[src/rtl/srt_pkg.sv]
package srt_pkg;

    // Index width for a ring of n entries (n is expected to be a power of two).
    function automatic int unsigned idx_bits(int unsigned n);
        int unsigned w;
        w = 1;
        while ((32'd1 << w) < n) w = w + 1;
        return w;
    endfunction

endpackage

[src/rtl/srt_ring.sv]
module srt_ring #(
    parameter int unsigned IDX_W = 4
) (
    input  logic             clk,
    input  logic             rst_n,
    input  logic             mbox_wr,
    input  logic [IDX_W-1:0] mbox_idx,
    input  logic             fetch_ack,
    input  logic             desc_done,
    output logic             fetch_req,
    output logic [IDX_W-1:0] fetch_idx,
    output logic [IDX_W-1:0] cons_idx,
    output logic             done_ok,
    output logic             overrun_err
);

    typedef struct packed {
        logic [IDX_W-1:0] prod;
        logic [IDX_W-1:0] fptr;
        logic [IDX_W-1:0] cons;
        logic             err;
    } ring_s;

    ring_s ring_d, ring_q;

    // Forward distance from a to b; the subtraction wraps at the ring size.
    function automatic logic [IDX_W-1:0] fwd(input logic [IDX_W-1:0] a,
                                             input logic [IDX_W-1:0] b);
        return b - a;
    endfunction

    always_comb begin
        ring_d     = ring_q;
        ring_d.err = 1'b0;

        if (mbox_wr) begin
            if (fwd(ring_q.cons, mbox_idx) < fwd(ring_q.cons, ring_q.prod)) begin
                ring_d.err = 1'b1;
            end else begin
                ring_d.prod = mbox_idx;
            end
        end

        fetch_req = (ring_q.fptr != ring_q.prod);
        fetch_idx = ring_q.fptr;
        if (fetch_req && fetch_ack) begin
            ring_d.fptr = ring_q.fptr + 1'b1;
        end

        done_ok = desc_done && (ring_q.cons != ring_q.fptr);
        if (done_ok) begin
            ring_d.cons = ring_q.cons + 1'b1;
        end
    end

    always_ff @(posedge clk) begin
        if (!rst_n) begin
            ring_q <= '0;
        end else begin
            ring_q <= ring_d;
        end
    end

    assign cons_idx    = ring_q.cons;
    assign overrun_err = ring_q.err;

    // a pending fetch holds its slot until accepted
    a_r2_fetch_hold: assert property (@(posedge clk) disable iff (!rst_n)
        (fetch_req && !fetch_ack) |=> (fetch_req && $stable(fetch_idx)));

    // a rejected write leaves the producer index untouched
    a_r4_reject_keeps_prod: assert property (@(posedge clk) disable iff (!rst_n)
        overrun_err |-> (ring_q.prod == $past(ring_q.prod)));

    // the consumer never passes the fetch pointer, which never passes the producer
    a_r5_order: assert property (@(posedge clk) disable iff (!rst_n)
        (fwd(ring_q.cons, ring_q.fptr) <= fwd(ring_q.cons, ring_q.prod)));

endmodule

[src/rtl/srt_coal.sv]
module srt_coal #(
    parameter int unsigned IDX_W = 4,
    parameter int unsigned CNT_W = 5,
    parameter int unsigned TMO_W = 8
) (
    input  logic             clk,
    input  logic             rst_n,
    input  logic             done_ok,
    input  logic [IDX_W-1:0] cons_idx,
    input  logic             tick,
    input  logic [CNT_W-1:0] coal_lim,
    input  logic [TMO_W-1:0] tmo_lim,
    input  logic             status_ack,
    output logic             status_req,
    output logic [IDX_W-1:0] status_idx,
    output logic             irq
);

    typedef struct packed {
        logic [CNT_W-1:0] pend;
        logic [TMO_W-1:0] tmo;
        logic             req;
        logic [IDX_W-1:0] idx;
        logic             irq;
    } coal_s;

    coal_s coal_d, coal_q;
    logic  launch;

    always_comb begin
        coal_d     = coal_q;
        coal_d.irq = coal_q.req && status_ack;
        if (coal_q.req && status_ack) begin
            coal_d.req = 1'b0;
        end

        launch = !coal_q.req && (coal_q.pend != '0) &&
                 ((coal_q.pend >= coal_lim) || (coal_q.tmo >= tmo_lim));

        if (launch) begin
            coal_d.req  = 1'b1;
            coal_d.idx  = cons_idx;
            coal_d.pend = done_ok ? CNT_W'(1) : '0;
            coal_d.tmo  = '0;
        end else begin
            if (done_ok && (coal_q.pend != '1)) begin
                coal_d.pend = coal_q.pend + 1'b1;
            end
            if (tick && !coal_q.req && (coal_q.pend != '0) && (coal_q.tmo != '1)) begin
                coal_d.tmo = coal_q.tmo + 1'b1;
            end
        end
    end

    always_ff @(posedge clk) begin
        if (!rst_n) begin
            coal_q <= '0;
        end else begin
            coal_q <= coal_d;
        end
    end

    assign status_req = coal_q.req;
    assign status_idx = coal_q.idx;
    assign irq        = coal_q.irq;

    // request and index hold until acknowledged
    a_r8_req_hold: assert property (@(posedge clk) disable iff (!rst_n)
        (status_req && !status_ack) |=> (status_req && $stable(status_idx)));

    // an acknowledged writeback is followed by the interrupt
    a_r9_irq_follows_ack: assert property (@(posedge clk) disable iff (!rst_n)
        (status_req && status_ack) |=> irq);

    // no interrupt without an acknowledge in the cycle before
    a_r9_irq_cause: assert property (@(posedge clk) disable iff (!rst_n)
        irq |-> $past(status_req && status_ack));

    // the interrupt lasts a single cycle
    a_r9_irq_pulse: assert property (@(posedge clk) disable iff (!rst_n)
        irq |=> !irq);

endmodule

[src/rtl/srt_tracker.sv]
module srt_tracker #(
    parameter int unsigned RING_SZ = 16,
    parameter int unsigned TMO_W   = 8,
    localparam int unsigned IDX_W  = srt_pkg::idx_bits(RING_SZ),
    localparam int unsigned CNT_W  = IDX_W + 1
) (
    input  logic             clk,
    input  logic             rst_n,
    input  logic             mbox_wr,
    input  logic [IDX_W-1:0] mbox_idx,
    output logic             fetch_req,
    output logic [IDX_W-1:0] fetch_idx,
    input  logic             fetch_ack,
    input  logic             desc_done,
    input  logic             tick,
    input  logic [CNT_W-1:0] coal_lim,
    input  logic [TMO_W-1:0] tmo_lim,
    output logic             status_req,
    output logic [IDX_W-1:0] status_idx,
    input  logic             status_ack,
    output logic             irq,
    output logic             overrun_err
);

    logic [IDX_W-1:0] cons_idx;
    logic             done_ok;

    srt_ring #(.IDX_W(IDX_W)) i_ring (
        .clk        (clk),
        .rst_n      (rst_n),
        .mbox_wr    (mbox_wr),
        .mbox_idx   (mbox_idx),
        .fetch_ack  (fetch_ack),
        .desc_done  (desc_done),
        .fetch_req  (fetch_req),
        .fetch_idx  (fetch_idx),
        .cons_idx   (cons_idx),
        .done_ok    (done_ok),
        .overrun_err(overrun_err)
    );

    srt_coal #(.IDX_W(IDX_W), .CNT_W(CNT_W), .TMO_W(TMO_W)) i_coal (
        .clk       (clk),
        .rst_n     (rst_n),
        .done_ok   (done_ok),
        .cons_idx  (cons_idx),
        .tick      (tick),
        .coal_lim  (coal_lim),
        .tmo_lim   (tmo_lim),
        .status_ack(status_ack),
        .status_req(status_req),
        .status_idx(status_idx),
        .irq       (irq)
    );

    // a writeback reports the index the ring reached, never one beyond it
    a_r6_idx_reported: assert property (@(posedge clk) disable iff (!rst_n)
        $rose(status_req) |-> (status_idx == $past(cons_idx)));

endmodule

[config.mk]
export PLATFORM = sky130hd
export DESIGN_NAME = srt_tracker
export DESIGN_NICKNAME = d
export VERILOG_FILES = /design/src/rtl/srt_pkg.sv /design/src/rtl/srt_ring.sv /design/src/rtl/srt_coal.sv /design/src/rtl/srt_tracker.sv
export SDC_FILE = /design/constraint.sdc
export NUM_CORES = 1
export LEC_CHECK = 0
export BUFFER_PORTS_ARGS = -buffer_cell sky130_fd_sc_hd__buf_2
export CAP_MARGIN = 20
export CORE_ASPECT_RATIO = 0.9
export CORE_MARGIN = 5
export CORE_UTILIZATION = 50
export CTS_CLUSTER_DIAMETER = 100
export DETAILED_ROUTE_END_ITERATION = 8
export HOLD_SLACK_MARGIN = 0.15
export PLACE_DENSITY = 0.79
export RECOVER_POWER = 100
export SLEW_MARGIN = 25
export SYNTH_ARGS = -nofsm -noshare
export SYNTH_HDL_FRONTEND = slang
export SYNTH_SLANG_ARGS = --single-unit
export TNS_END_PERCENT = 20
[constraint.sdc]
create_clock -name clk -period 2.8 [get_ports clk]
set_clock_uncertainty 0.05 [all_clocks]
set_input_delay 0.42 -clock clk [delete_from_list [all_inputs] [get_ports clk]]
set_output_delay 0.42 -clock clk [all_outputs]
set_load 0.03 [all_outputs]
; After elaboration in Yosys (flattened, before gate mapping)
; Cells that the tools add are included.
[word_totals]
reg_bits = 32
latchBits = 0
ramBits = 0
romBits = 0
inputBits = 24
out_inout_bits = 12
elab_cells = 48
memories = 0
[classes]
n_addsub = 6
n_mul = 0
div_mod_pow = 0
n_lt_le_gt_ge = 3
n_eq_ne = 4
shift = 0
mux = 7
n_bitwise = 2
reduce_logical = 17
[op_table]
columns = cell, count
row1 = $mux 13, 1
row2 = $mux 5, 2
row3 = $logic_and 1x1->1, 9
row4 = $add 4x1->4 const B, 2
row5 = $add 8x1->8 const B, 1
row6 = $ge 8x8->1, 1
row7 = $mux 8, 1
row8 = $ne 4x4->1, 2
row9 = $ne 8x8->1 const B, 1
row10 = $sub 4x4->4, 2
row11 = $add 5x1->5 const B, 1
row12 = $ge 5x5->1, 1
row13 = $ne 5x5->1 const B, 1
row14 = $reduce_bool 5->1, 1
row15 = $lt 4x4->1, 1
row16 = $reduce_and 2->1, 2
row17 = $reduce_bool 2->1, 2
row18 = $mux 1, 3
row19 = $not 1->1, 2
row20 = $reduce_or 2->1, 1
row21 = $logic_not 1->1, 1
row22 = $logic_or 1x1->1, 1

; Longest topological paths before layout
; Gate-level depths: netlist of run 1.
[logic_depth]
word_depth = 6
mapped_depth = 11
depth_no_buf = 11

; Hierarchy
; Synthesis of run 1 repeated with hierarchy kept, for this count alone.
[hier_totals]
cells_unflattened = 254
hier_area_um2 = 2234.6
[modules_own_cells]
columns = module, n_inst, cells_per_inst, area_each_um2, seq_area_each_um2
row1 = srt_coal, 1, 143, 1229.9, 380.4
row2 = srt_ring, 1, 111, 1004.7, 260.2

; Worst setup path before layout of run 1
; Ideal clock, no wire load.
[synth_timing]
path_type = register -> register
startpoint = register i_ring.ring_q, in the netlist i_ring.cons_idx[1]
endpoint = register i_ring.ring_q[12] (netlist bit)
setup_ps = 71
arrival_time_ps = 2158
t_required_ps = 2679
setup_slack_ps = 522
path_stages_with_launch = 11
n_path_buf = 0
period_less_slack_ps = 2278
path_cell_list = dfxtp_1 -> inv_1 -> ha_1 -> a21o_1 -> a21oi_1 -> xnor2_1 -> ha_1 -> nand2_1 -> o21ai_0 -> nand3_1 -> a21oi_1
[synth_via]
elab_chain_cells = 4
word_cells_on_any_way = 5
cone_classes = add/sub: 2 / order compare: 1 / bitwise: 1 / reduce/logical: 1
[synth_rtl]
columns = element, line
row1 = "start, declared", srt_ring.sv:24  ; ring_s ring_d, ring_q;
row2 = "start signal, assigned", srt_ring.sv:60  ; ring_q <= ring_d;
row3 = $sub 4x4->4, srt_ring.sv:29  ; return b - a;
row4 = $lt 4x4->1 (*), srt_ring.sv:37  ; if (fwd(ring_q.cons, mbox_idx) < fwd(ring_q.cons, ring_q.prod)) begin
row5 = $not 1->1 (no source line) (*), -
row6 = $reduce_and 2->1 (no source line) (*), -
; Mark *: on every way between the ends. The rest lies on a longest branch, timed or not.
; A chain may end at the register's enable or synchronous reset.

; Final worst setup path of run 1
[layout_timing]
startpoint = register i_ring.ring_q, in the netlist i_ring.cons_idx[1]
endpoint = register i_ring.ring_q[9] (netlist bit)
; The elaborated chain is that of the path after synthesis.

==> results of run 1 <==
-- layout make-up --
cell class / count / area [sq um]
Clock buffer: 5 / 68.8
Clock inverter: 3 / 23.8
Fill cell: 421 / 1900
Inverter: 27 / 101
Multi-Input combinational cell: 178 / 1380
Sequential cell: 32 / 641
Tap cell: 62 / 77.6
Timing Repair Buffer: 38 / 179
-- sequential cells by signal, indices dropped and copies added, names as in the netlist --
signal              flops
i_ring.fetch_idx        4
i_coal.status_idx       4
i_coal.coal_q          13
i_coal.status_req       1
i_ring.overrun_err      1
i_coal.irq              1
i_ring.cons_idx         4
i_ring.ring_q           4
-- cells by family after synthesis --
family | after synthesis | share of synthesized area (%)
fa+ha+maj | 30 | 17.6
flops | 32 | 28.8
buf+inv | 40 | 8.61
compound gates | 32 | 11.1
simple gates | 80 | 19.1
mux | 9 | 4.05
xor+xnor | 27 | 10.6
-- cell usage in the layout, fill, tap and decap left out, types with 2 or more instances in the layout --
cell and count:
clkbuf_1 13, nor3_1 15, nand3_1 15, o41ai_2 2, nand2b_1 2, fa_1 2
a21oi_1 9, nor2_1 16, o21a_1 2, a21o_1 2, ha_1 28, and3_1 5
nor3b_1 2, buf_2 23, nand2_1 13, clkinvlp_4 2, buf_4 2, nand4_1 4
a211oi_1 2, xnor2_1 13, dfxtp_1 32, clkbuf_8 5, xor2_1 14, mux2i_1 9
inv_1 26, o21ai_0 8
-- power breakdown --
part,leakage [uW],internal (uW),total (uW),switching [uW]
registers,0.000259,515,588,73.8
clock network,0.0000404,176,362,186
logic,0.000787,347,843,496
total,0.00109,1040,1790,756
-- routing by layer --
layer | track usage (%) | share of wire, %
met1 | 19.5 | 48
met2 | 26.2 | 46
met3 | 4.81 | 6.1
met4 | 3.56 | 0.77
met5 | 0 | 0
-- critical path: cells and delay by family (launching register included) --
kind	cells	cell delay, ps
compound gates	4	830
fa+ha+maj	2	620
flops	1	510
simple gates	2	200
buf+inv	1	150
xor+xnor	1	110
-- worst max path at each step --
stage	cells after the start	startpoint	slack [ps]	endpoint
final	10	i_ring.cons_idx[1]	270	i_ring.ring_q[9]
after global routing	10	i_ring.cons_idx[1]	20	i_ring.ring_q[9]
after detailed placement	10	i_ring.cons_idx[1]	130	i_ring.ring_q[9]
after CTS	10	i_ring.cons_idx[1]	130	i_ring.ring_q[9]
after floorplan	10	i_ring.cons_idx[1]	520	i_ring.ring_q[12]
after global placement	10	i_ring.cons_idx[1]	290	i_ring.ring_q[12]
-- metrics by stage --
step | util [%] | instances
2_1_floorplan | - | 250
3_3_place_gp | 55.0 | 337
3_5_place_dp | 55.0 | 337
4_1_cts | 57.2 | 345
5_1_grt | 56.5 | 345
6_report | 56.5 | 345
-- what timing repair did --
action,in CTS,in global routing
endpoints found under the hold margin,0,0
setup endpoints to repair,0,4
resized for setup,0,1
buffers inserted,0,0
==> results.cfg, run 1 <==
[status]
outcome = complete, no violations

[clock_network]
clk_pin_slew_ps = 80
clock_latency_ps = 290
cts_root_buffer = clkbuf_8
numCtsBuffers = 5
cts_tree = done
h-tree-depth = 2
cts_num_sinks = 32
cts_hold_buf = 0
clockBufferDepth = 2

[critical_path]
worstReg2RegStart = i_ring.cons_idx[1]
max_stage_delay_ps = 510
required_ps = 2970
crit_path_top_delay_cell = dfxtp_1
path_class = reg2reg
rr_worst_depth = 10
cp-end-kind = register
reg2reg_to = i_ring.ring_q[9]
crit_chain = inv_1, ha_1, a21o_1, a21oi_1, xnor2_1, ha_1, nand2_1, o21ai_1, nand3_1, a21oi_1
r2r_setup_slack_ps = 270
crit_fanout = 7
start_kind = register
crit_arrival_ps = 2700

[job]
cap_violations = 0

[power_and_ir_drop]
pwr_density_cell_mw_per_mm2 = 726
leakage_uw = 0.00109
total_power_uw = 1790
ir_drop_mv = 0.317

[drt]
viasPerCell = 5.27
wire_per_inst_um = 12.8
final_antenna_net_count = 0
drc = 0
wl_mm = 4.42
vias = 1818
drt_iter0_markers = 95
firstDrtPassIters = 5

[floorplan]
die_area_sq_mm = 0.00588
die_x_um = 80.3
start_util_pct = 50.8
dieHeight_um = 73.2
rows = 23
pin_count = 36
core_sq_mm = 0.00437

[cells_and_area]
num_antenna_cells = 0
fin_nets = 336
area_growth_pct = 11.1
final_cell_area_sq_mm = 0.00247
drive_gt1_share_pct = 14.8

[synthesis]
synth_nets = 304
ys_ff_latch = 32
netlist_area_sq_mm = 0.00222
syn_area_per_cell_sq_um = 8.89
synth_edf_count = 0
synth_top_area_cell = dfxtp_1
synth_area_leaders = dfxtp_1 (29%), ha_1 (16%), xor2_1 (5.5%)
netlist.area_leader.share_pct = 28.8
yosys-top-cells-count = dfxtp_1 (32), ha_1 (28), inv_1 (26)
yosys_warnings = 0
synthCells = 250
async_reset_ff_share_pct = 0
synth_cell_types = 40
synth-seq-area-share_pct = 28.8
yosysMostFrequentCell = dfxtp_1
ys.flop_type = dfxtp_1

[placement]
hpwlAfterDp_mm = 3.46
port_buffers = 35
dpl-instance-area_sq_mm = 0.00241
gp_congestion = 0.805
pre_cts_slack_ps = 128

[sta]
min_period_ps = 2530
setup_viol = 0
slew_headroom_pct = 25.1
hold_viol = 0
max_slew.worst_pin.slew_ps = 1110
finalCritPeriodShare_pct = 90.3
fmax_ghz = 0.395
maxSlewViolCount = 0
setup_ws_ps = 271
rsz0062_at_grt = no
fin_hold_ws_ps = 325
setup_tns_ps = 0

[grt]
grt_max_degree = 27
grt.overflow.total = 0
grt_pass1_wl_mm = 7.30
grt_use_total_pct = 15.6
antenna_found_initial = 0
grt_pass1_vias = 1694

[min_path]
min_from = status_ack
min_to = i_coal.irq
hp-class = in2reg
min_path_cells = 2
No activity file was read; power rests on OpenSTA's default activity.
==> run 2: changes to the inputs <==
--- a/config.mk
+++ b/config.mk
@@ -13,7 +13,7 @@
 export CTS_CLUSTER_DIAMETER = 100
 export DETAILED_ROUTE_END_ITERATION = 8
 export HOLD_SLACK_MARGIN = 0.15
-export PLACE_DENSITY = 0.79
+export PLACE_DENSITY = 0.82
 export RECOVER_POWER = 100
 export SLEW_MARGIN = 25
 export SYNTH_ARGS = -nofsm -noshare
==> constraint.sdc (replaced) <==
create_clock -name clk -period 2 [get_ports clk]
set_clock_uncertainty 0.05 [all_clocks]
set_input_delay 0.3 -clock clk [delete_from_list [all_inputs] [get_ports clk]]
set_output_delay 0.3 -clock clk [all_outputs]
set_load 0.03 [all_outputs]
==> results.cfg, run 2 (synthesis gave the netlist of run 1 again) <==
[status]
outcome = complete, but fails checks
violations = negative setup slack

[floorplan]
dieHeight_um = 73.2
start_util_pct = 50.8
die_area_sq_mm = 0.00588
die_x_um = 80.3
pin_count = 36
rows = 23
core_sq_mm = 0.00437

[cells_and_area]
area_growth_pct = 22.2
num_antenna_cells = 0
regMostFlops = i_coal.coal_q
layout_common_cells = dfxtp_1 (27), ha_1 (26), inv_1 (25)
fillers = 376
final_cell_area_sq_mm = 0.00272
largest_reg_flops = 13
final_common_cell = dfxtp_1
fin_nets = 353
drive_gt1_share_pct = 25.7

[placement]
pre_cts_slack_ps = -167
dpl-instance-area_sq_mm = 0.00257
hpwlAfterDp_mm = 3.61
gp_congestion = 0.899
port_buffers = 35

[clock_network]
numCtsBuffers = 5
h-tree-depth = 2
cts_num_sinks = 32
clockBufferDepth = 2
clk_pin_slew_ps = 70
cts_root_buffer = clkbuf_8
cts_hold_buf = 0
clock_latency_ps = 280
cts_tree = done

[drt]
drc = 0
firstDrtPassIters = 4
wl_mm = 4.72
final_antenna_net_count = 0
vias = 1852
wire_per_inst_um = 13.0
drt_iter0_markers = 99
viasPerCell = 5.12

[sta]
setup_viol = 5
max_slew.worst_pin.slew_ps = 383
fmax_ghz = 0.477
setup_ws_ps = -98.5
hold_viol = 0
maxSlewViolCount = 0
finalCritPeriodShare_pct = 105
rsz0062_at_grt = yes
slew_headroom_pct = 74.6
min_period_ps = 2100

[job]
cap_violations = 0

[power_and_ir_drop]
internal_power_uw = 1740
power.switching_uw = 1160
combPwrFrac_pct = 51.5
pwr_density_cell_mw_per_mm2 = 1070
leakage_uw = 0.00121
ir_drop_mv = 0.484
p_seq_share_pct = 27.2
clkPwrFrac_pct = 21.3
switching_share_pct = 40.1
total_power_uw = 2910

[critical_path]
crit_arrival_ps = 2260
crit_fanout = 4
required_ps = 2160
path_class = reg2reg
cp-end-kind = register
start_kind = register

[grt]
grt_pass1_wl_mm = 7.96
grt_pass1_vias = 1874
grt_use_total_pct = 17.0
grt.overflow.total = 0
antenna_found_initial = 0
grt_max_degree = 27

[min_path]
hp-class = in2reg
==> run 2: cell count changes in the layout (fill, tap and decap cells not counted), moves of 2 or more <==
cell        delta
buf_4         +15
dfxtp_1        -5
o21ai_0        -5
a21oi_1        -4
a21oi_2        +4
dfxtp_2        +4
o21ai_2        +3
clkinvlp_4     -2
ha_1           -2
ha_4           +2
o21ai_1        +2
==> run 2: routing by layer <==
layer  up-vias  GRT usage (%)  share of wire, %
met2        41           30.0                50
met3         6           4.32               4.0
met1       851           20.2                44
met4         0           5.25               1.2
met5         -              0                 0
li1        954              -                 -
==> run 2: worst max-delay path, stage by stage (launching register included) <==
cell and delay [ps]:
dfxtp_4 360, inv_6 70, ha_4 190, a21o_1 170, a21oi_2 190, xnor2_2 90
ha_1 320, a21oi_2 170, o21a_2 210, o21ai_2 60, a21oi_1 150
==> run 2: final timing paths <==
path	from	endpoint	slack [ps]	cells after the start
worst min-delay path	status_ack	i_coal.irq	210	2
worst max-delay path	i_ring.cons_idx[1]	i_ring.ring_q[10]	-100	10
worst max register to register	i_ring.cons_idx[1]	i_ring.ring_q[10]	-100	10
worst min register to register	i_coal.status_idx[1]	i_coal.status_idx[1]	410	2
==> run 2: repair_timing <==
| item | 4_1_cts | 5_1_grt |
|---|---|---|
| endpoints found under the setup margin | 5 | 22 |
| buffers inserted | 0 | 0 |
| pin swaps | 11 | 14 |
| resized for setup | 1 | 12 |
==> run 2: final cells by class <==
type                       count  area (sq um)  area share, %
clock buffer                   5          68.8           2.53
sequential                    32           649           23.9
tap                           62          77.6           2.86
clock inverter                 3          41.3           1.52
timing repair buffer          55           317           11.7
multi-input combinational    178          1460           53.6
inverter                      27           106           3.92
==> run 2: through the flow <==
step / hold slack, ps / instances / util (%) / setup TNS (ps)
global placement: 391 / 354 / 58.8 / -473
global route: 223 / 362 / 62.1 / -1020
finish: 214 / 362 / 62.1 / -338
detailed placement: 395 / 354 / 58.8 / -789
floorplan: 385 / 250 / - / -70.5
CTS: 207 / 362 / 61.6 / -335
==> run 2: power groups by stage <==
stage | logic (uW) | registers, uW | clock network, uW
after floorplan | 1020 | 840 | 0
after global placement | 1390 | 794 | 0
after detailed placement | 1450 | 797 | 0
after CTS | 1460 | 787 | 633
after global routing | 1640 | 801 | 663
final | 1500 | 791 | 618
==> run 3: changes to the inputs <==
--- a/config.mk
+++ b/config.mk
@@ -10,6 +10,7 @@
 export CORE_ASPECT_RATIO = 0.9
 export CORE_MARGIN = 5
 export CORE_UTILIZATION = 50
+export CTS_BUF_LIST = sky130_fd_sc_hd__clkbuf_4 sky130_fd_sc_hd__clkbuf_8 sky130_fd_sc_hd__clkbuf_16
 export CTS_CLUSTER_DIAMETER = 100
 export DETAILED_ROUTE_END_ITERATION = 8
 export HOLD_SLACK_MARGIN = 0.15
@@ -18,5 +19,6 @@
 export SLEW_MARGIN = 25
 export SYNTH_ARGS = -nofsm -noshare
 export SYNTH_HDL_FRONTEND = slang
+export SYNTH_HIERARCHICAL = 1
 export SYNTH_SLANG_ARGS = --single-unit
 export TNS_END_PERCENT = 20
==> results.cfg, run 3 <==
[status]
outcome = complete, but fails checks
violations = negative setup slack

[synthesis]
synth_area_leaders = dfxtp_1 (29%), ha_1 (16%), xnor2_1 (5.9%)
synth_edf_count = 0
synth_cell_types = 47
yosys-top-cells-count = dfxtp_1 (32), inv_1 (29), ha_1 (28)
yosysMostFrequentCell = dfxtp_1
ys.flop_type = dfxtp_1
ys_ff_latch = 32
synth_top_area_cell = dfxtp_1
netlist.area_leader.share_pct = 28.7
netlist_area_sq_mm = 0.00223
yosys_warnings = 6
synth-seq-area-share_pct = 28.7
syn_area_per_cell_sq_um = 8.80
synthCells = 254
synth_nets = 308
async_reset_ff_share_pct = 0

[sta]
setup_ws_ps = -179
setup_tns_ps = -702
max_slew.worst_pin.slew_ps = 524
fmax_ghz = 0.459
hold_viol = 0
slew_headroom_pct = 65.0
maxSlewViolCount = 0
setup_viol = 4
rsz0062_at_grt = yes
finalCritPeriodShare_pct = 109
min_period_ps = 2180

[min_path]
hp-class = in2reg
min_from = status_ack
min_path_cells = 2

[critical_path]
required_ps = 2130
max_stage_delay_ps = 520
start_kind = register
path_class = reg2reg
crit_buf_inv = 2
crit_arrival_ps = 2310
rr_worst_depth = 8
startpoint = i_ring/cons_idx[0]
crit_path_top_delay_cell = fa_2
cp.depth = 8
cp_top_family = adder cells
cp-end-kind = register
crit_chain = ha_2, fa_2, inv_2, ha_4, a2111oi_4, nor3b_2, buf_4, mux2i_1
crit_fanout = 4
worstReg2RegStart = i_ring/cons_idx[0]

[grt]
met2_usage_pct = 30.8
grt_max_degree = 23
antenna_found_initial = 0
met3_usage_pct = 4.90
grt_pass1_vias = 1867
met1_usage_pct = 21.9
grt.overflow.total = 0
grt_use_total_pct = 18.2
top_usage_layer = met2
grt_pass1_wl_mm = 8.24

[clock_network]
clk_pin_slew_ps = 70
cts_root_buffer = clkbuf_8
cts_hold_buf = 0
cts_num_sinks = 32
numCtsBuffers = 5
clockBufferDepth = 2
cts_tree = done
h-tree-depth = 2
clock_latency_ps = 280

[floorplan]
dieHeight_um = 73.4
die_x_um = 80.5
rows = 23
pin_count = 36
core_sq_mm = 0.00440
die_area_sq_mm = 0.00591
start_util_pct = 50.8

[cells_and_area]
num_antenna_cells = 0
area_growth_pct = 24.3
fin_nets = 359
regMostFlops = i_coal/coal_q
fin_util_pct = 63.1
drive_gt1_share_pct = 28.4
largest_reg_flops = 13
layout_common_cells = dfxtp_1 (26), inv_1 (24), buf_4 (24)
final_cells = 368
final_common_cell = dfxtp_1

[power_and_ir_drop]
ir_drop_mv = 0.603
pwr_density_cell_mw_per_mm2 = 1150
leakage_uw = 0.00127
total_power_uw = 3200

[placement]
dp_cells = 359
gp_congestion = 0.769
hpwlAfterDp_mm = 3.85
pre_cts_slack_ps = -329
port_buffers = 35

[drt]
viasPerCell = 5.22
vias = 1921
wl_mm = 4.95
firstDrtPassIters = 4
drc = 0
final_antenna_net_count = 0
drt_iter0_markers = 65
wire_per_inst_um = 13.5

[job]
cap_violations = 0
## run 3: per-layer routing
layer / part of all wire, % / vias to the layer above
met5: 0 / -
met4: 2.5 / 0
met3: 5.0 / 14
met2: 50 / 41
met1: 43 / 899
li1: - / 967
## run 3: power breakdown
part / switching (uW) / internal [uW] / leakage, uW
clock network: 256 / 369 / 0.0000585
logic: 912 / 841 / 0.000953
registers: 78.3 / 743 / 0.000262
total: 1250 / 1950 / 0.00127
## run 3: per-stage QoR
stage	cell area, sq um	hold WS (ps)
after CTS	2770	207
after detailed placement	2630	434
final	2780	209
after floorplan	2300	391
after global placement	2630	422
after global routing	2780	216
## run 3: cell families (layout without fill, tap and decap cells)
| family | after synthesis | in the layout | synth area share [%] |
|---|---|---|---|
| simple gates | 72 | 72 | 17.0 |
| flops | 32 | 32 | 28.7 |
| fa+ha+maj | 30 | 30 | 17.5 |
| mux | 8 | 8 | 3.58 |
| buf+inv | 47 | 99 | 10.3 |
| xor+xnor | 23 | 23 | 9.01 |
| compound gates | 42 | 42 | 13.9 |
## run 3: worst paths after layout
path                                        endpoint  slack, ps
worst max-delay path                i_ring/ring_q[9]       -180
worst min register to register  i_coal/status_idx[0]        450
worst min-delay path                      i_coal/irq        210
worst max register to register      i_ring/ring_q[9]       -180
## run 3: cell type report
cell class	count	area, sq um
Fill cell	372	1630
Multi-Input combinational cell	175	1470
Sequential cell	32	653
Timing Repair Buffer	61	349
Inverter	30	118
Tap cell	62	77.6
Clock buffer	5	68.8
Clock inverter	3	41.3
## run 3: repair_timing
action / in CTS / in global routing
pin swaps: 8 / 10
endpoints found under the setup margin: 18 / 23
resized for setup: 6 / 12
cloned: 0 / 0
setup buffers: 1 / 0
